**config.mk**
```make
export PLATFORM = sky130hd
export DESIGN_NAME = oob_burst_gen
export DESIGN_NICKNAME = d
export VERILOG_FILES = /design/src/rtl/oob_burst_pkg.sv /design/src/rtl/oob_req_decode.sv /design/src/rtl/oob_seq.sv /design/src/rtl/oob_burst_gen.sv
export SDC_FILE = /design/constraint.sdc
export NUM_CORES = 1
export LEC_CHECK = 0
export ABC_AREA = 1
export BUFFER_PORTS_ARGS = -buffer_cell sky130_fd_sc_hd__buf_2
export CAP_MARGIN = 10
export CORE_ASPECT_RATIO = 1.4
export CORE_MARGIN = 5
export CORE_UTILIZATION = 62
export DETAILED_ROUTE_END_ITERATION = 8
export HOLD_SLACK_MARGIN = 0.05
export PLACE_DENSITY = 0.81
export SLEW_MARGIN = 0
export SYNTH_ARGS = -nofsm -noshare
export SYNTH_HDL_FRONTEND = slang
export SYNTH_SLANG_ARGS = --single-unit
export TNS_END_PERCENT = 10
```
**constraint.sdc**
```tcl
create_clock -name clk -period 4.8 [get_ports clk]
set_clock_uncertainty 0.1 [all_clocks]
set_input_delay 0.24 -clock clk [delete_from_list [all_inputs] [get_ports clk]]
set_output_delay 0.24 -clock clk [all_outputs]
set_load 0.02 [all_outputs]
```
**src/rtl/oob_burst_pkg.sv**
```systemverilog
package oob_burst_pkg;
    typedef enum logic [1:0] {
        SIG_RESET = 2'd0,
        SIG_INIT  = 2'd1,
        SIG_WAKE  = 2'd2,
        SIG_RSVD  = 2'd3
    } oob_sig_e;

    typedef enum logic [1:0] {
        PH_IDLE  = 2'd0,
        PH_BURST = 2'd1,
        PH_GAP   = 2'd2
    } oob_phase_e;

    localparam int unsigned GEN_MAX = 2;  // highest legal generation code
endpackage

```
**src/rtl/oob_req_decode.sv**
```systemverilog
module oob_req_decode
    import oob_burst_pkg::*;
#(
    parameter int unsigned CFG_W      = 8,
    parameter int unsigned ALIGN_G1   = 4,
    parameter int unsigned DW_CLKS_G1 = 4,
    localparam int unsigned DW_W      = CFG_W + 2,
    localparam int unsigned CK_W      = $clog2(DW_CLKS_G1 + 1)
) (
    input  logic             host_mode,
    input  logic [1:0]       sig_type,
    input  logic [1:0]       gen,
    input  logic [CFG_W-1:0] cfg_long_gap,
    input  logic [CFG_W-1:0] cfg_short_gap,
    output logic             legal,
    output logic [DW_W-1:0]  burst_dw,
    output logic [DW_W-1:0]  gap_dw,
    output logic [CK_W-1:0]  dw_clks
);
    oob_sig_e sig;
    logic     role_ok;
    logic     gen_ok;

    always_comb begin
        sig = oob_sig_e'(sig_type);
        gen_ok = (32'(gen) <= GEN_MAX);
        unique case (sig)
            SIG_RESET: role_ok = host_mode;
            SIG_INIT:  role_ok = !host_mode;
            SIG_WAKE:  role_ok = 1'b1;
            default:   role_ok = 1'b0;
        endcase
        legal    = role_ok && gen_ok;
        burst_dw = DW_W'(ALIGN_G1) << gen;
        gap_dw   = ((sig == SIG_WAKE) ? DW_W'(cfg_short_gap) : DW_W'(cfg_long_gap)) << gen;
        dw_clks  = CK_W'(DW_CLKS_G1 >> gen);
    end
endmodule

```
**src/rtl/oob_seq.sv**
```systemverilog
module oob_seq
    import oob_burst_pkg::*;
#(
    parameter int unsigned DW_W       = 10,
    parameter int unsigned CK_W       = 3,
    parameter int unsigned NUM_BURSTS = 6,
    localparam int unsigned BC_W      = $clog2(NUM_BURSTS + 1)
) (
    input  logic            clk,
    input  logic            rst_n,
    input  logic            start,
    input  logic            legal,
    input  logic [DW_W-1:0] burst_dw,
    input  logic [DW_W-1:0] gap_dw,
    input  logic [CK_W-1:0] dw_clks,
    output logic            tx_align,
    output logic            dw_stb,
    output logic            busy,
    output logic            done,
    output logic            err
);
    typedef struct packed {
        oob_phase_e      phase;
        logic [CK_W-1:0] clk_left;
        logic [DW_W-1:0] dw_left;
        logic [BC_W-1:0] bursts_left;
        logic [DW_W-1:0] burst_len;
        logic [DW_W-1:0] gap_len;
        logic [CK_W-1:0] clks_per_dw;
        logic            stb;
        logic            done;
        logic            err;
    } seq_t;

    seq_t s_d, s_q;

    always_comb begin
        s_d      = s_q;
        s_d.stb  = 1'b0;
        s_d.done = 1'b0;
        s_d.err  = 1'b0;
        if (s_q.phase == PH_IDLE) begin
            if (start) begin
                if (legal) begin
                    s_d.phase       = PH_BURST;
                    s_d.burst_len   = burst_dw;
                    s_d.gap_len     = gap_dw;
                    s_d.clks_per_dw = dw_clks;
                    s_d.clk_left    = dw_clks - 1'b1;
                    s_d.dw_left     = burst_dw - 1'b1;
                    s_d.bursts_left = BC_W'(NUM_BURSTS - 1);
                    s_d.stb         = 1'b1;
                end else begin
                    s_d.err = 1'b1;
                end
            end
        end else if (s_q.clk_left != '0) begin
            s_d.clk_left = s_q.clk_left - 1'b1;
        end else begin
            s_d.clk_left = s_q.clks_per_dw - 1'b1;
            s_d.stb      = 1'b1;
            if (s_q.dw_left != '0) begin
                s_d.dw_left = s_q.dw_left - 1'b1;
            end else if (s_q.phase == PH_BURST) begin
                s_d.phase   = PH_GAP;
                s_d.dw_left = s_q.gap_len - 1'b1;
            end else if (s_q.bursts_left != '0) begin
                s_d.phase       = PH_BURST;
                s_d.dw_left     = s_q.burst_len - 1'b1;
                s_d.bursts_left = s_q.bursts_left - 1'b1;
            end else begin
                s_d.phase = PH_IDLE;
                s_d.stb   = 1'b0;
                s_d.done  = 1'b1;
            end
        end
    end

    always_ff @(posedge clk or negedge rst_n) begin
        if (!rst_n) begin
            s_q <= '0;
        end else begin
            s_q <= s_d;
        end
    end

    assign tx_align = (s_q.phase == PH_BURST);
    assign busy     = (s_q.phase != PH_IDLE);
    assign dw_stb   = s_q.stb;
    assign done     = s_q.done;
    assign err      = s_q.err;
endmodule

```
**src/rtl/oob_burst_gen.sv**
```systemverilog
module oob_burst_gen
    import oob_burst_pkg::*;
#(
    parameter int unsigned CFG_W      = 8,
    parameter int unsigned ALIGN_G1   = 4,
    parameter int unsigned DW_CLKS_G1 = 4,
    parameter int unsigned NUM_BURSTS = 6
) (
    input  logic             clk,
    input  logic             rst_n,
    input  logic             host_mode,
    input  logic             start,
    input  logic [1:0]       sig_type,
    input  logic [1:0]       gen,
    input  logic [CFG_W-1:0] cfg_long_gap,
    input  logic [CFG_W-1:0] cfg_short_gap,
    output logic             tx_align,
    output logic             dw_stb,
    output logic             busy,
    output logic             done,
    output logic             err
);
    localparam int unsigned DW_W = CFG_W + 2;
    localparam int unsigned CK_W = $clog2(DW_CLKS_G1 + 1);

    logic            legal;
    logic [DW_W-1:0] burst_dw;
    logic [DW_W-1:0] gap_dw;
    logic [CK_W-1:0] dw_clks;

    oob_req_decode #(
        .CFG_W      (CFG_W),
        .ALIGN_G1   (ALIGN_G1),
        .DW_CLKS_G1 (DW_CLKS_G1)
    ) u_dec (
        .host_mode     (host_mode),
        .sig_type      (sig_type),
        .gen           (gen),
        .cfg_long_gap  (cfg_long_gap),
        .cfg_short_gap (cfg_short_gap),
        .legal         (legal),
        .burst_dw      (burst_dw),
        .gap_dw        (gap_dw),
        .dw_clks       (dw_clks)
    );

    oob_seq #(
        .DW_W       (DW_W),
        .CK_W       (CK_W),
        .NUM_BURSTS (NUM_BURSTS)
    ) u_seq (
        .clk      (clk),
        .rst_n    (rst_n),
        .start    (start),
        .legal    (legal),
        .burst_dw (burst_dw),
        .gap_dw   (gap_dw),
        .dw_clks  (dw_clks),
        .tx_align (tx_align),
        .dw_stb   (dw_stb),
        .busy     (busy),
        .done     (done),
        .err      (err)
    );
endmodule

```
* Word-level counts from Yosys, hierarchy flattened
Cells that the tools add are included.
Cells by class: reduce and logical (&&, ||, !) cells 15, multiplexer cells 25, magnitude comparators 1, shift-type cells 3, eq/ne operators 8, $add $sub $neg 8
Operators with widths (count):
- $mux 42 | 2
- $sub 10x1->10 const B | 4
- $mux 13 | 2
- $mux 10 | 2
- $mux 18 | 1
- $mux 2 | 7
- $sub 3x1->3 const B | 4
- $reduce_bool 10->1 | 1
- $shl 10x2->10 | 1
- $shl 3x2->10 const A | 1
- $mux 3 | 3
- $mux 8 | 1
- $reduce_and 4->1 | 2
- $mux 1 | 6
- $ne 2x1->1 const B | 3
- $reduce_and 6->1 | 1
- $reduce_bool 3->1 | 2
- $eq 2x1->1 const B | 2
- $logic_not 2->1 | 2
- $ne 2x2->1 const B | 2
- $reduce_bool 2->1 | 2
- $reduce_bool 4->1 | 1
- $pmux 1 s3 | 1
- $reduce_and 3->1 | 1
- 6 further kinds | 6
Storage, ports and cells: bits of input ports 24, register bits 44, output and inout port bits 5, word-level logic and storage cells 70

* Depth between registers and ports, before layout
depth after elaboration 6, depth in mapped cells 15, depth with buffers taken out 14

* Cells and area by module
Synthesis repeated with hierarchy kept, for this count alone.
Unflattened totals: cell total of the unflattened synthesis 428, area total of the unflattened synthesis 2947.8 um^2
By module, submodules not included:
- oob_seq | area an instance 2541.2 um^2, cells an instance 343, sequential area each 1101.1 um^2, instances 1
- oob_req_decode | area an instance 406.6 um^2, cells an instance 85, sequential area each 0.0 um^2, instances 1

* Worst setup path before layout
OpenSTA, ideal clock, no wires.
path kind register to register, from register u_seq.s_q[43] (netlist name), to register u_seq.s_q[37] (netlist name), slack 2.843 ns, clock period less this slack 1.957 ns, library setup time 0.118 ns, path buffers 1, arrival time 1.738 ns, cell stages (with the launch flop) 16, required time 4.582 ns, cell sequence dfrtp_1 > inv_2 > nand2_2 > buf_6 > inv_2 > nand4_1 > nand2_1 > inv_1 > ha_1 > inv_1 > nor2_1 > nand2_2 > nor2_1 > nand2_1 > nand3_1 > nand2_1
Between the ends: cells in the longest elaborated chain, start to end 5, elaborated cells between the ends (all ways) 11, classes of those cells 4 x eq/ne; 4 x mux; 3 x reduce/logical
Ends and longest elaborated chain:
- start: declaration | RTL line oob_seq.sv:35 | seq_t s_d, s_q;
- start signal: assignment | RTL line oob_seq.sv:81 | s_q <= '0;
- start signal: assignment | RTL line oob_seq.sv:83 | s_q <= s_d;
- $eq 2x1->1 (*)
- net tx_align | RTL line oob_burst_gen.sv:17 | output logic tx_align,
- $mux 10 | RTL line oob_seq.sv:64 | end else if (s_q.phase == PH_BURST) begin
- $mux 10 | RTL line oob_seq.sv:62 | if (s_q.dw_left != '0) begin
- $mux 13 | RTL line oob_seq.sv:57 | end else if (s_q.clk_left != '0) begin
- $mux 18 | RTL line oob_seq.sv:42 | if (s_q.phase == PH_IDLE) begin
Mark *: on every way through the listed nets, which the timed path passes. The rest lies on a longest branch. The select of a mux whose other input is x is not followed. A chain may end at the register's enable or synchronous reset.

* Worst setup path after layout
from register u_seq.s_q[43] (netlist name), to register u_seq.s_q[35] (netlist name)
Between the ends: cells in the longest elaborated chain, start to end 5, elaborated cells between the ends (all ways) 11, classes of those cells 4 x eq/ne; 4 x mux; 3 x reduce/logical
Ends and longest elaborated chain (RTL line):
- $eq 2x1->1 | oob_seq.sv:64
- $mux 10 | oob_seq.sv:64
- $mux 10 | oob_seq.sv:62
- $mux 13 | oob_seq.sv:57
- $mux 18 | oob_seq.sv:42
Parallel ways exist; a longest one is shown, timed or not. The select of a mux whose other input is x is not followed.

==> flow_summary.yaml <==
cells_and_area:
  drive_above_1_share: 0.195
  final_core_util: 0.724
  diodes: 0
  syn_to_final_growth_pct: 12.4
  fin_nets: 377
sta:
  hold_viol: 0
  max_slew_margin: 0.476
  tightest_slew_ns: 0.785
  rsz0062_at_grt: "false"
  hold_slack_ns: 0.191
  fmax_mhz: 449
  layout_min_cycle_time_ns: 2.23
  maxSlewViolCount: 0
  fin_setup_tns_ns: 0
  period_share: 0.464
  setup_violations: 0
yosys:
  synth_nets: 346
  yosysTopAreaCell: "dfrtp_1"
  synth_area_um2: 2350
  yosysMostFrequentCell: "nand2_1"
  synth_top_cell_area_share: 0.373
  synth-edff-count: 0
  synth_area_leaders: "dfrtp_1 37%, nand2_1 12%, inv_1 6.7%, ha_1 5.9%, nand3_1 4.3%"
  ys_ff_latch: 35
  async_reset_ff_frac: 1.00
  ys.flop_type: "dfrtp_1"
  yosysWarnings: 0
  synth_cells: 311
  synth-seq-area-share: 0.373
  synth_area_per_cell_um2: 7.55
  synth_common_cells: "76 x nand2_1, 42 x inv_1, 35 x dfrtp_1"
  synth.distinct_cells: 34
grt:
  antenna_found_initial: 0
  grt_pass1_wl_um: 9630
  grt_pass1_vias: 2121
  grt_max_degree: 36
  overflow: 0
  grtUsageTotal: 0.245
worst_setup_path:
  path_max_fanout: 12
  arrival_ns: 2.32
  crit_family: "simple AND/OR/NAND/NOR gates"
  critPathMaxStageDelay_ns: 0.43
  crit_type: "reg2reg"
  cp_num_buf_inv: 4
  crit_start: "u_seq.s_q[43]"
  cp-start-kind: "flip-flop"
  required_ns: 4.89
  cpMostUsedCell: "nand2_1"
  rr_startpoint: "u_seq.s_q[43]"
  crit_chain: "inv_2 > nand2_2 > inv_2 > nand4_1 > nand2_1 > inv_1 > ha_1 > inv_1 > nor2_1 > nand2_2 > o21ai_1 > nand2_1 > nand2_1 > nand2_1"
  crit_slowest_cell: "dfrtp_1"
  end_kind: "flip-flop"
worst_hold_path:
  hold_path_class: "in2reg"
  min_from: "start"
clocking:
  cts_resized: 0
  clockBufferDepth: 2
  cts_hold_buf: 1
  cts_tree: "done"
  clkSlewWorstSetupHoldPaths_ns: 0.08
  cts_max_level: 2
  cts-root-buf: "clkbuf_8"
  worst_skew_pair.late_latency_ns: 0.29
  cts_buffers: 5
  cts_sinks: 35
  post_cts_buffers: 0
route:
  drt-total-wl_um: 5660
  top_layer_used: "met4"
  dr.pass1.iters: 4
  wl_met2_um: 2930
  route.detailed.drc: 0
  wl_per_cell_um: 14.7
  wl_met1_um: 2260
  drt_iter0_drc: 117
  ant_nets: 0
  wl_met3_um: 287
  vias: 2169
  via_per_inst: 5.63
power:
  comb_power_share: 0.446
  switching_share: 0.428
  seqPwrFrac: 0.345
  clkPwrFrac: 0.208
  p_int_uw: 770
  ir_worst_vdd_v: 0.000390
  p_leak_uw: 0.00137
  powerDensity_nw_per_um2: 511
  totalPowerFinal_uw: 1350
  p_switching_uw: 577
floorplanning:
  core_um2: 3640
  ios: 29
  rows: 26
  dieArea_um2: 5130
  start_util: 0.644
  die_y_um: 82.8
  dieWidth_um: 62
job:
  max-cap-violations: 0
placement:
  gp_congestion: 0.940
  portBuffers: 28
  dp_hpwl_um: 4350
status:
  status: "finished, final reports clean"
==> power groups by stage <==
stage          logic [µW]  clock network, µW  registers, µW
2_1_floorplan         465                  0            456
3_3_place_gp          588                  0            463
3_5_place_dp          593                  0            467
4_1_cts               598                281            463
5_1_grt               681                297            475
6_report              601                280            465
==> metal layers <==
layer / up-vias / track usage
met5: - / 0
met4: 0 / 0.114
met3: 14 / 0.0466
met2: 69 / 0.392
met1: 1024 / 0.304
li1: 1062 / -
==> layout make-up <==
| class | instances | area (µm²) |
|---|---|---|
| clock buffers | 6 | 82.6 |
| clock inverters | 2 | 35.0 |
| flip-flops and latches | 35 | 876 |
| repair buffers | 29 | 150 |
| fillers | 306 | 1010 |
| multi-input cells | 219 | 1250 |
| well taps | 42 | 52.6 |
| inverters | 52 | 195 |
==> cell usage in the layout, fill, tap and decap left out, types with 2 or more instances in the layout <==
cell type	Yosys	final
dfrtp_1	35	35
clkinv_1	2	2
nand2_2	6	6
ha_1	11	11
o21ai_1	7	7
nand3_1	20	20
o221ai_1	2	2
clkbuf_8	0	6
nor2_2	6	6
buf_2	3	28
nor2_4	4	4
mux2_2	2	2
mux2i_1	9	9
o21ai_0	16	16
nand4_1	3	3
inv_1	42	42
inv_2	8	8
o22ai_1	3	3
xor2_1	2	2
nand2_1	76	76
nor3_2	2	2
o211ai_1	9	9
a21oi_1	9	9
nor2_1	23	23
==> final timing paths <==
path	depth (start not counted)	slack [ns]	to
min in group asynchronous	2	0.49	u_seq.s_q[39]
worst max register to register	14	2.57	u_seq.s_q[35]
worst min register to register	2	0.40	u_seq.s_q[27]
worst max-delay path	14	2.57	u_seq.s_q[35]
max in group asynchronous	2	3.61	u_seq.s_q[26]
worst min-delay path	5	0.19	u_seq.err
==> worst reg2reg max path, delay by kind of cell, from the launching register on <==
| family | cells | cell delay (ns) |
|---|---|---|
| simple gates | 8 | 0.93 |
| flops | 1 | 0.43 |
| buf+inv | 4 | 0.36 |
| fa+ha+maj | 1 | 0.20 |
| compound gates | 1 | 0.13 |
==> through the flow <==
step,setup WS [ns],std cells,instance area [µm²]
global route,2.40,385,2640
detailed placement,2.56,376,2510
floorplan,2.84,311,2350
finish,2.57,385,2640
CTS,2.56,385,2640
global placement,2.63,376,2510
==> state kept, by name, summed over array words and instances (netlist names) <==
name          flops
u_seq.err         1
u_seq.dw_stb      1
u_seq.s_q        32
u_seq.done        1
==> cells by family (layout without fill, tap and decap cells) <==
group,count (synthesis),in the layout,synth area share
fa+ha+maj,11,11,0.0586
buf+inv,57,89,0.0959
mux,11,11,0.0480
simple gates,143,143,0.280
xor+xnor,2,2,0.00746
flops,35,35,0.373
compound gates,52,52,0.137
Note: power is estimated with default switching activity, not from simulation.
